`config.mk`:
```
export PLATFORM = sky130hd
export DESIGN_NAME = tripass_flash_seq
export DESIGN_NICKNAME = d
export VERILOG_FILES = /design/src/rtl/tripass_pkg.sv /design/src/rtl/tps_thermo_decode.sv /design/src/rtl/tps_pass_ctrl.sv /design/src/rtl/tps_assembler.sv /design/src/rtl/tripass_flash_seq.sv
export SDC_FILE = /design/constraint.sdc
export NUM_CORES = 1
export LEC_CHECK = 0
export ABC_CLOCK_PERIOD_IN_PS = 5000
export BUFFER_PORTS_ARGS = -buffer_cell sky130_fd_sc_hd__buf_2
export CAP_MARGIN = 25
export CORE_MARGIN = 2
export CORE_UTILIZATION = 52
export CTS_CLUSTER_DIAMETER = 150
export DETAILED_ROUTE_END_ITERATION = 12
export PLACE_DENSITY = 0.9
export SYNTH_ARGS = -nofsm -noshare
export SYNTH_HDL_FRONTEND = slang
export SYNTH_SLANG_ARGS = --single-unit
```
`constraint.sdc`:
```
create_clock -name clk -period 5 [get_ports clk]
set_input_delay 0.25 -clock clk [delete_from_list [all_inputs] [get_ports clk]]
set_output_delay 0.25 -clock clk [all_outputs]
set_load 0.01 [all_outputs]
```
`src/rtl/tripass_pkg.sv`:
```
package tripass_pkg;

  // number of comparators needed to resolve the given digit width
  function automatic int cmp_count(int digit_bits);
    return (1 << digit_bits) - 1;
  endfunction

  // index width that never collapses to zero bits
  function automatic int idx_width(int n);
    return (n < 2) ? 1 : $clog2(n);
  endfunction

  typedef enum logic {
    SEQ_IDLE = 1'b0,
    SEQ_RUN  = 1'b1
  } seq_state_e;

endpackage

```
`src/rtl/tps_thermo_decode.sv`:
```
module tps_thermo_decode
  import tripass_pkg::*;
#(
  parameter int DIGIT_W = 4
) (
  input  logic [cmp_count(DIGIT_W)-1:0] thermo_i,
  output logic [DIGIT_W-1:0]            digit_o,
  output logic                          bubble_o
);

  localparam int NCMP = cmp_count(DIGIT_W);

  // population count: valid codes and bubbled codes alike
  always_comb begin
    digit_o = '0;
    for (int i = 0; i < NCMP; i++) begin
      digit_o = digit_o + DIGIT_W'(thermo_i[i]);
    end
  end

  // a hole is a set tap directly above a clear one
  logic [NCMP-2:0] hole;
  genvar g;
  generate
    for (g = 0; g < NCMP - 1; g++) begin : g_hole
      assign hole[g] = thermo_i[g+1] & ~thermo_i[g];
    end
  endgenerate

  assign bubble_o = |hole;

endmodule

```
`src/rtl/tps_pass_ctrl.sv`:
```
module tps_pass_ctrl
  import tripass_pkg::*;
#(
  parameter int NUM_PASSES = 3,
  parameter int SETTLE_CYC = 1
) (
  input  logic                               clk,
  input  logic                               rst,
  input  logic                               start_i,
  output logic                               busy_o,
  output logic [idx_width(NUM_PASSES)-1:0]   pass_o,
  output logic                               accept_o,
  output logic                               sample_o,
  output logic                               last_o
);

  localparam int PIDX_W = idx_width(NUM_PASSES);
  localparam int CNT_W  = $clog2(SETTLE_CYC + 1);

  seq_state_e         state_q;
  logic [PIDX_W-1:0]  pass_q;
  logic [CNT_W-1:0]   cnt_q;

  assign busy_o   = (state_q == SEQ_RUN);
  assign pass_o   = pass_q;
  assign accept_o = start_i && (state_q == SEQ_IDLE);
  assign sample_o = busy_o && (cnt_q == CNT_W'(SETTLE_CYC - 1));
  assign last_o   = sample_o && (pass_q == PIDX_W'(NUM_PASSES - 1));

  always_ff @(posedge clk) begin
    if (rst) begin
      state_q <= SEQ_IDLE;
      pass_q  <= '0;
      cnt_q   <= '0;
    end else if (accept_o) begin
      state_q <= SEQ_RUN;
      pass_q  <= '0;
      cnt_q   <= '0;
    end else if (busy_o) begin
      if (sample_o) begin
        cnt_q <= '0;
        if (last_o) begin
          state_q <= SEQ_IDLE;
          pass_q  <= '0;
        end else begin
          pass_q <= pass_q + 1'b1;
        end
      end else begin
        cnt_q <= cnt_q + 1'b1;
      end
    end
  end

endmodule

```
`src/rtl/tps_assembler.sv`:
```
module tps_assembler
  import tripass_pkg::*;
#(
  parameter int PASS_BITS  = 4,
  parameter int NUM_PASSES = 3
) (
  input  logic                              clk,
  input  logic                              rst,
  input  logic                              accept_i,
  input  logic                              sample_i,
  input  logic                              last_i,
  input  logic [idx_width(NUM_PASSES)-1:0]  pass_i,
  input  logic [PASS_BITS-1:0]              digit_i,
  input  logic                              bubble_i,
  output logic [PASS_BITS*NUM_PASSES-1:0]   seg_sel_o,
  output logic [PASS_BITS*NUM_PASSES-1:0]   result_o,
  output logic                              done_o,
  output logic                              bubble_o
);

  localparam int RES_W = PASS_BITS * NUM_PASSES;

  logic [RES_W-1:0] acc_q;
  logic [RES_W-1:0] placed;
  int               shamt;

  // digit of pass k lands (NUM_PASSES-1-k) digit slots above the LSB
  always_comb begin
    shamt  = PASS_BITS * (NUM_PASSES - 1 - int'(pass_i));
    placed = RES_W'(digit_i) << shamt;
  end

  assign seg_sel_o = acc_q;

  always_ff @(posedge clk) begin
    if (rst) begin
      acc_q    <= '0;
      result_o <= '0;
      done_o   <= 1'b0;
      bubble_o <= 1'b0;
    end else begin
      done_o <= 1'b0;
      if (accept_i) begin
        acc_q    <= '0;
        bubble_o <= 1'b0;
      end else if (sample_i) begin
        if (bubble_i) begin
          bubble_o <= 1'b1;
        end
        if (last_i) begin
          result_o <= acc_q | placed;
          acc_q    <= '0;
          done_o   <= 1'b1;
        end else begin
          acc_q <= acc_q | placed;
        end
      end
    end
  end

endmodule

```
`src/rtl/tripass_flash_seq.sv`:
```
module tripass_flash_seq
  import tripass_pkg::*;
#(
  parameter int PASS_BITS  = 4,
  parameter int NUM_PASSES = 3,
  parameter int SETTLE_CYC = 1
) (
  input  logic                              clk,
  input  logic                              rst,
  input  logic                              start_i,
  input  logic [cmp_count(PASS_BITS)-1:0]   thermo_i,
  output logic [PASS_BITS*NUM_PASSES-1:0]   seg_sel_o,
  output logic [idx_width(NUM_PASSES)-1:0]  pass_o,
  output logic [PASS_BITS*NUM_PASSES-1:0]   result_o,
  output logic                              done_o,
  output logic                              bubble_o
);

  logic                 conv_busy;
  logic                 accept;
  logic                 sample;
  logic                 last;
  logic [PASS_BITS-1:0] digit;
  logic                 bubble_now;

  tps_pass_ctrl #(
    .NUM_PASSES (NUM_PASSES),
    .SETTLE_CYC (SETTLE_CYC)
  ) u_ctrl (
    .clk      (clk),
    .rst      (rst),
    .start_i  (start_i),
    .busy_o   (conv_busy),
    .pass_o   (pass_o),
    .accept_o (accept),
    .sample_o (sample),
    .last_o   (last)
  );

  tps_thermo_decode #(
    .DIGIT_W (PASS_BITS)
  ) u_dec (
    .thermo_i (thermo_i),
    .digit_o  (digit),
    .bubble_o (bubble_now)
  );

  tps_assembler #(
    .PASS_BITS  (PASS_BITS),
    .NUM_PASSES (NUM_PASSES)
  ) u_asm (
    .clk       (clk),
    .rst       (rst),
    .accept_i  (accept),
    .sample_i  (sample),
    .last_i    (last),
    .pass_i    (pass_o),
    .digit_i   (digit),
    .bubble_i  (bubble_now),
    .seg_sel_o (seg_sel_o),
    .result_o  (result_o),
    .done_o    (done_o),
    .bubble_o  (bubble_o)
  );

endmodule

```
==> key figures, run 1 <==
Die
  – Initial core utilization: 55.0%
  – Die height: between 60 and 70 um
  – Io pins: between 40 and 50
  – Die area: about 0.0037 mm^2
  – Die W: about 61 um
  – Core area: approximately 0.0031 mm^2
  – Num rows: 20

Drt
  – Drt wl/cell: about 13 um
  – WL final: 3.72 mm
  – Vias per inst: about 5.2
  – Vias: between 1500 and 2000
  – Antenna viol nets, final: 0
  – Starting DRT DRC Count: 73
  – Total iterations of the first detailed-routing run: 4
  – DRC: 0

Synth
  – Largest family of logic cells by synthesized area: simple AND/OR/NAND/NOR gates
  – Synth Area in Adders: between 15 and 20%
  – Mapped Area: ~0.0017 mm^2
  – Simple-gate portion of the synthesized area: a little under a quarter
  – Post-synth top cells: nor2_1 (31), dfxtp_1 (30), inv_1 (27)
  – Complex-gate fraction of the synthesized area: 14.2%
  – Top FF cell, synth: dfxtp_1
  – Synthesized flop and latch total: 30
  – Most frequent cell after synthesis: nor2_1
  – Post-synth top area cell: dfxtp_1
  – Post-synth ARST share: 0%
  – Synth Net Count: about 240
  – Average cell area after synthesis: between 8 and 9 um^2
  – Synth unique cells: 33
  – Proportion of synthesized area in mux cells: 0%
  – Syn Inst Count: slightly below 200
  – Area contributors post-synth: dfxtp_1 (35%), fa_1 (11%), nor2_1 (6.9%), ha_1 (6.7%), inv_1 (6.0%)
  – Synth warn: 0
  – XOR/XNOR Fraction of Synth Area: 1.03%
  – Post-synth EDFFs: 0
  – Yosys top cell area share: between 30% and 40%
  – Register area share after synthesis: 35.5%

Timing
  – Worst slew margin: between 60% and 70%
  – Slew @ Worst Pin: a little under 0.5 ns
  – Min cycle time layout: approximately 3.8 ns
  – Tcrit/Tclk final: approximately 76%
  – Slew Viols, Final: 0
  – Setup Viol. Count Final: 0
  – Post-Route Skew: around 0.0030 ns
  – RSZ-0062 raised after global routing: no
  – Max Clk Rate: ~260 MHz
  – Final hold vios: 0
  – Final TNS setup: 0 ns

Run
  – Max cap viols: 0

Place
  – Post-DP HPWL: approximately 2.9 mm
  – Placed cell count: about 280
  – Port bufs: 45
  – RePlAce Congestion: between 0.8 and 0.9

Worst hold path
  – Worst hold path class: in2reg
  – Worst hold path startpoint: start_i

Global routing
  – Met1 usage: 31.1%
  – Global-route wire length before repair: 6.10 mm
  – GRT met2 Usage: 33.4%
  – GRT overflow: 0
  – Busiest layer in global routing: met2
  – Vias in the first global route: approximately 1300
  – Grt met3 use: about 7.1%
  – Initial antenna violation count: 0
  – Largest net degree at the start of global routing: 18
  – Tot GR Track Use: 22.7%

Setup path
  – Worst r2r src: u_ctrl.pass_o[0]$_SDFFE_PP0P_
  – Worst Path Arrival: approximately 4.1 ns
  – Crit. End Element: register
  – Slowest Stage Delay on Critical Path: between 0.5 and 0.6 ns
  – Worst setup path startpoint: thermo_i[1]
  – Kind of critical path: in2reg
  – CP max FO: 6
  – Launching element type of the critical path: input pin
  – CP Data Required Time: roughly 5.3 ns
  – Crit-path cells: buf_2, ha_1, inv_1, fa_1, fa_1, fa_1, fa_1, inv_1, ha_1, fa_1, xnor2_1, nor2_1, a211oi_2, nor3_2
  – Crit-path most repeated cell: fa_1
  – Crit-path slowest cell: fa_1

Clock network
  – Post-CTS Resized: 0
  – CTS root buffer: clkbuf_4
  – # hold bufs at CTS: 0
  – Num CTS Buffers: 5
  – H-tree depth: 2
  – TritonCTS clock tree: built
  – Clock Latency Late Sink: 0.33 ns
  – Post-CTS Setup Bufs: 0
  – Reg clk slew, reported paths: approximately 0.090 ns
  – TritonCTS Sinks: 30
  – Clock Path Buffers: 2

Finish
  – Ant. Diodes: 0
  – Fraction of layout cells with a size suffix above 1: 26.6%
  – Fillers: between 200 and 300
  – Area growth syn-to-layout: 18.2%
  – Fin nets: 280
  – Post-Layout Cell Count: between 200 and 300

Pwr
  – Leak: approximately 0.95 nW
  – Net Sw Power: 0.000274 W
  – Final Power: ~0.00074 W
  – Sequential share of power: 34.8%
  – Combinational power share: 38.6%
  – Clock Power Share: roughly a quarter
  – Max IR drop VDD: ~320 uV
  – Int Pwr: 0.000467 W
  – Sw Ratio: 36.9%
  – Pwr dens: about 370 mW/mm^2

Outcome
  – Status: complete, no violations
==> cell families (layout without fill, tap and decap cells) <==
| logic type | count (synthesis) | count (layout) |
|---|---|---|
| compound gates | 37 | 37 |
| xor+xnor | 2 | 2 |
| fa+ha+maj | 18 | 18 |
| buf+inv | 34 | 79 |
| flops | 30 | 30 |
| simple gates | 78 | 78 |
==> power groups by stage <==
stage / sequential, W / combinational (W) / clock (W)
2_1_floorplan: 0.000266 / 0.000210 / 0
3_3_place_gp: 0.000263 / 0.000269 / 0
3_5_place_dp: 0.000263 / 0.000278 / 0
4_1_cts: 0.000258 / 0.000282 / 0.000201
5_1_grt: 0.000259 / 0.000323 / 0.000212
6_report: 0.000258 / 0.000286 / 0.000197
==> per-stage QoR <==
| stage | hold slack [ns] | setup slack [ns] | instance area, um^2 | utilization [%] |
|---|---|---|---|---|
| 2_1_floorplan | 0.327 | 1.22 | 1690 | - |
| 3_3_place_gp | 0.452 | 0.940 | 1920 | 62.4 |
| 3_5_place_dp | 0.463 | 0.885 | 1920 | 62.4 |
| 4_1_cts | 0.108 | 1.24 | 2000 | 65.0 |
| 5_1_grt | 0.113 | 0.998 | 2000 | 65.0 |
| 6_report | 0.113 | 1.21 | 2000 | 65.0 |
==> layer usage <==
layer	up-vias	part of all wire (%)
met2	65	45
met4	0	2.1
met1	676	45
li1	754	-
met5	-	0
met3	10	7.7
==> sequential cells by signal, indices dropped and copies added (netlist names) <==
name             cells
u_asm.bubble_o       1
u_ctrl.pass_o        2
u_asm.result_o      12
u_asm.seg_sel_o     12
u_ctrl.busy_o        1
u_ctrl.cnt_q         1
u_asm.done_o         1
==> path summary, 6_finish.rpt <==
| check | slack, ns | cells past startpoint | to |
|---|---|---|---|
| hold / removal | 0.11 | 2 | u_ctrl.cnt_q$_SDFFE_PP0P_ |
| setup reg to reg | 3.16 | 6 | u_asm.seg_sel_o[11]$_SDFFE_PP0P_ |
| hold reg to reg | 0.47 | 2 | u_ctrl.cnt_q$_SDFFE_PP0P_ |
| setup / recovery | 1.21 | 14 | u_asm.result_o[2]$_SDFFE_PP0P_ |
==> critical path: cells and delay by family <==
| kind | cells | cell delay [ns] |
|---|---|---|
| simple gates | 2 | 0.55 |
| buf+inv | 3 | 0.21 |
| compound gates | 1 | 0.14 |
| fa+ha+maj | 7 | 2.78 |
| xor+xnor | 1 | 0.13 |
==> cells in the final DEF, fill, tap and decap left out, types with 2 or more instances in the layout <==
cell type / count
nor2b_1: 3
dfxtp_1: 30
a211oi_1: 7
nand3_1: 14
a311oi_1: 3
nor2_1: 31
xnor2_1: 2
fa_1: 9
nor3_2: 2
ha_1: 9
inv_1: 27
nor3_1: 8
nand2_1: 7
a21oi_1: 14
buf_2: 45
nor2b_2: 2
o21ai_0: 6
a31oi_1: 3
and2_2: 3
clkbuf_4: 5
a211oi_2: 2
==> cell type report <==
class	count	area, um^2	area share (%)
clock buffer	6	51.3	2.56
tap	44	55.1	2.75
multi-input combinational	135	937	46.8
sequential	30	601	30.0
clock inverter	1	30.0	1.50
inverter	27	101	5.07
timing repair buffer	45	225	11.3
No activity file was read; power rests on OpenSTA's default activity.
==> run 2, diff against run 1 <==
ABC_CLOCK_PERIOD_IN_PS = 3800   (was 5000)
clock period = 3.8 ns   (was 5 ns; I/O delays follow)
==> run 2 against run 1 <==
Sequential cell count stayed put. Utilization is 0.41 points higher. Clock power is 33% higher. Die area stayed put. Critical endpoint is now u_asm.result_o[6]$_SDFFE_PP0P_. Highest routed layer unchanged.
==> key figures, run 2 (synthesis results as in run 1) <==
Global routing
  – Initial antenna violation count: 0
  – Vias in the first global route: about 1400
  – Largest net degree at the start of global routing: 18
  – Tot GR Track Use: between 20% and 30%
  – GRT overflow: 0
  – Global-route wire length before repair: about 6.5 mm

Drt
  – Antenna viol nets, final: 0
  – Starting DRT DRC Count: ~150
  – Total iterations of the first detailed-routing run: 5
  – DRC: 0
  – Drt wl/cell: approximately 14 um
  – Highest Signal Layer: met4
  – WL met1: roughly 1.7 mm
  – Vias per inst: roughly 5.5
  – Met3 WL: roughly 390 um
  – Metal2 WL: ~1.9 mm
  – Vias: approximately 1600
  – WL final: slightly above 4 mm

Die
  – Die area: between 0.003 and 0.004 mm^2
  – Initial core utilization: 55.0%
  – Io pins: 46
  – Num rows: 20
  – Core area: 0.00308 mm^2
  – Die height: between 60 and 70 um
  – Die W: 61.1 um

Finish
  – Finished Cell Area: between 0.002 and 0.0025 mm^2
  – Fin nets: 281
  – Ant. Diodes: 0
  – Commonest non-fill, non-tap cell in the layout: buf_2
  – Post-Layout Cell Count: about 290
  – Fraction of layout cells with a size suffix above 1: 27.8%
  – Area growth syn-to-layout: 18.9%
  – Most frequent cells in the layout: buf_2 (45), nor2_1 (30), dfxtp_1 (30)

Timing
  – Slew Viols, Final: 0
  – Final hold slack: roughly 0.052 ns
  – Slew @ Worst Pin: about 0.48 ns
  – Tcrit/Tclk final: 94.6%
  – PnR worst setup slack: roughly 0.21 ns
  – Worst slew margin: approximately 68%
  – Post-Route Skew: 0.00872 ns
  – Setup Viol. Count Final: 0
  – RSZ-0062 raised after global routing: yes
  – Final hold vios: 0
  – Min cycle time layout: about 3.6 ns
  – Max Clk Rate: around 280 MHz

Setup path
  – Crit-path cells: buf_2, ha_1, inv_1, fa_1, fa_1, fa_1, fa_1, inv_1, ha_1, fa_1, xnor2_1, nor2_2, a211oi_1, nor3_1
  – Crit-path slowest cell: fa_1
  – CP Data Required Time: roughly 4 ns
  – Crit-path most repeated cell: fa_1
  – Crit. End Element: register
  – Launching element type of the critical path: input pin
  – Slowest Stage Delay on Critical Path: 0.55 ns
  – Worst Path Arrival: approximately 3.9 ns
  – Kind of critical path: in2reg
  – CP max FO: 6

Clock network
  – Clock Path Buffers: 2
  – H-tree depth: 2
  – CTS root buffer: clkbuf_4
  – TritonCTS Sinks: 30
  – Reg clk slew, reported paths: ~0.09 ns
  – Num CTS Buffers: 5
  – TritonCTS clock tree: built
  – Post-CTS Setup Bufs: 0
  – Clock Latency Late Sink: approximately 0.34 ns

Pwr
  – Pwr dens: around 490 mW/mm^2
  – Final Power: about 0.001 W
  – Max IR drop VDD: 297 uV
  – Leak: between 0.9 and 1 nW

Place
  – Placement Cell Area: 0.00193 mm^2
  – Post-DP HPWL: between 3 and 4 mm
  – RePlAce Congestion: roughly 0.85
  – Placed cell count: roughly 280
  – Port bufs: 45
  – Dpl ws: -0.266 ns

Run
  – Max cap viols: 0

Worst hold path
  – Worst hold path class: in2reg

Outcome
  – Status: complete, no violations
[run 2: worst paths after layout]
kind	startpoint	endpoint	slack [ns]	cells after the start
worst max-delay path	thermo_i[0]	u_asm.result_o[6]$_SDFFE_PP0P_	0.21	14
worst max register to register	u_ctrl.pass_o[0]$_SDFFE_PP0P_	u_asm.seg_sel_o[11]$_SDFFE_PP0P_	1.92	6
worst min-delay path	start_i	u_ctrl.cnt_q$_SDFFE_PP0P_	0.05	2
worst min register to register	u_ctrl.cnt_q$_SDFFE_PP0P_	u_ctrl.cnt_q$_SDFFE_PP0P_	0.47	2
[run 2: metal layers]
metal	up-vias	GRT usage [%]
met3	20	6.72
met5	-	0
met1	735	33.1
met2	80	38.3
met4	0	7.76
li1	758	-
[run 2: what timing repair did]
action | CTS | global route
gates resized for setup | 0 | 2
setup endpoints to repair | 0 | 8
hold buffers | 0 | 0
[run 2: critical path: cells and delay by family]
family / cells / cell delay [ns]
adders and majority gates: 7 / 2.74
buffers and inverters: 3 / 0.22
and+or+nand+nor: 2 / 0.41
AOI/OAI and AO/OA: 1 / 0.12
xor gates and xnor gates: 1 / 0.15
[run 2: power breakdown]
group	switching, W	internal (W)
Combinational	0.000252	0.000141
Clock	0.000109	0.000153
Sequential	0.0000123	0.000327
[run 2: layout make-up]
| class | instances | area, um^2 |
|---|---|---|
| fillers | 276 | 1060 |
| well taps | 44 | 55.1 |
| clock buffers | 6 | 51.3 |
| flip-flops and latches | 30 | 601 |
| repair buffers | 46 | 233 |
| multi-input cells | 135 | 942 |
| clock inverters | 1 | 30.0 |
| inverters | 27 | 101 |
[run 2: per-stage QoR]
| step | utilization, % | TNS, ns |
|---|---|---|
| 2_1_floorplan | - | 0 |
| 3_3_place_gp | 62.6 | -1.54 |
| 3_5_place_dp | 62.6 | -2.29 |
| 4_1_cts | 65.2 | 0 |
| 5_1_grt | 65.4 | -0.0288 |
| 6_report | 65.4 | 0 |
==> run 3, diff against run 2 <==
RECOVER_POWER = 50   (was unset)
==> run 3 against run 2 <==
Sequential power hardly changed. Sequential cell count did not move. Non-clock buffer count unchanged. Critical path depth unchanged. Final cell count unchanged. Clock skew fell by 0.0021 ns. Combinational power is 1% lower. Sequential share of layout area rose by 0.49 points. Wire length about the same. Count of clock-buffer cells in the layout is the same. Critical endpoint unchanged. Highest routed layer unchanged.
==> key figures, run 3 (synthesis results as in run 1) <==
Place
  – Port bufs: 45
  – Placed cell count: approximately 280
  – Placement Cell Area: 0.00193 mm^2
  – RePlAce Congestion: 0.852
  – Post-DP HPWL: between 3 and 4 mm

Setup path
  – Worst Path Arrival: 3.85 ns
  – Kind of critical path: in2reg
  – Launching element type of the critical path: input pin
  – CP Data Required Time: around 4.1 ns
  – Crit. End Element: register
  – CP max FO: 6

Timing
  – Tcrit/Tclk final: approximately 94%
  – Setup Viol. Count Final: 0
  – Final hold vios: 0
  – Min cycle time layout: 3.59 ns
  – RSZ-0062 raised after global routing: yes
  – Max Clk Rate: about 280 MHz
  – Worst slew margin: approximately 69%
  – Slew Viols, Final: 0
  – Post-Route Skew: roughly 0.0066 ns
  – Slew @ Worst Pin: around 0.47 ns

Die
  – Num rows: 20
  – Initial core utilization: 55.0%
  – Die height: 61.1 um
  – Die W: a little over 60 um
  – Die area: about 0.0037 mm^2
  – Core area: around 0.0031 mm^2
  – Io pins: between 40 and 50

Drt
  – Vias: between 1500 and 2000
  – DRC: 0
  – Vias per inst: ~5.4
  – Met3 WL: roughly 360 um
  – Metal2 WL: 1.92 mm
  – Highest Signal Layer: met4
  – Starting DRT DRC Count: approximately 140
  – WL met1: between 1.5 and 2 mm
  – Drt wl/cell: about 14 um
  – Antenna viol nets, final: 0
  – WL final: slightly above 4 mm
  – Total iterations of the first detailed-routing run: 4

Global routing
  – Largest net degree at the start of global routing: 18
  – Vias in the first global route: 1409
  – Initial antenna violation count: 0
  – Tot GR Track Use: about a quarter
  – GRT overflow: 0
  – Global-route wire length before repair: roughly 6.5 mm

Clock network
  – # hold bufs at CTS: 0
  – Clock Path Buffers: 2
  – Num CTS Buffers: 5
  – Post-CTS Setup Bufs: 0
  – TritonCTS clock tree: built
  – TritonCTS Sinks: 30
  – CTS root buffer: clkbuf_4
  – Clock Latency Late Sink: 0.34 ns
  – H-tree depth: 2
  – Reg clk slew, reported paths: ~0.09 ns
  – Post-CTS Resized: 0

Outcome
  – Status: complete, no violations

Pwr
  – Max IR drop VDD: 295 uV
  – Pwr dens: 500 mW/mm^2
  – Final Power: between 0.0009 and 0.001 W
  – Leak: roughly 0.85 nW

Finish
  – Fraction of layout cells with a size suffix above 1: ~17%
  – Finished Cell Area: about 0.0020 mm^2
  – Fin nets: between 200 and 300
  – Ant. Diodes: 0
  – Most frequent cells in the layout: nor2_1 (30), dfxtp_1 (30), inv_1 (27)
  – Area growth syn-to-layout: 17.0%
  – Post-Layout Cell Count: approximately 290

Run
  – Max cap viols: 0

Worst hold path
  – Worst hold path class: in2reg
==> run 3: cell type report <==
cell class              count  area, um^2
repair buffers             46         200
well taps                  44        55.1
multi-input cells         135         942
flip-flops and latches     30         601
clock buffers               6        51.3
inverters                  27         101
clock inverters             1        30.0
fillers                   291        1100
==> run 3: where the power goes <==
part	internal, W	switching (W)
clock network	0.000153	0.000109
registers	0.000327	0.0000123
logic	0.000139	0.000250
==> run 3: path summary, 6_finish.rpt <==
check / from / endpoint / slack [ns] / depth (start not counted)
worst max-delay path: thermo_i[0] / u_asm.result_o[6]$_SDFFE_PP0P_ / 0.21 / 14
worst min-delay path: start_i / u_ctrl.cnt_q$_SDFFE_PP0P_ / 0.05 / 2
worst max register to register: u_ctrl.pass_o[0]$_SDFFE_PP0P_ / u_asm.seg_sel_o[11]$_SDFFE_PP0P_ / 1.94 / 6
worst min register to register: u_ctrl.cnt_q$_SDFFE_PP0P_ / u_ctrl.cnt_q$_SDFFE_PP0P_ / 0.47 / 2
==> run 3: per-layer routing <==
| metal | track usage (%) | up-vias |
|---|---|---|
| met2 | 38.3 | 82 |
| met3 | 6.72 | 15 |
| met1 | 33.1 | 719 |
| li1 | - | 755 |
| met4 | 7.76 | 0 |
| met5 | 0 | - |
==> run 3: per-stage QoR <==
step / setup TNS, ns / setup WS [ns] / hold WS, ns / util (%)
after floorplan: 0 / 0.0773 / 0.267 / -
after global placement: -1.54 / -0.187 / 0.402 / 62.6
after detailed placement: -2.29 / -0.266 / 0.406 / 62.6
after CTS: 0 / 0.0935 / 0.0515 / 65.2
after global routing: -0.0288 / -0.0288 / 0.0420 / 64.3
final: 0 / 0.214 / 0.0531 / 64.3
==> run 3: worst max-delay path, stage by stage <==
cell and delay, ns:
buf_2 0.11, ha_1 0.27, inv_1 0.06, fa_1 0.42
fa_1 0.55, fa_1 0.43, fa_1 0.48, inv_1 0.05
ha_1 0.21, fa_1 0.38, xnor2_1 0.15, nor2_2 0.24
a211oi_1 0.12, nor3_1 0.17
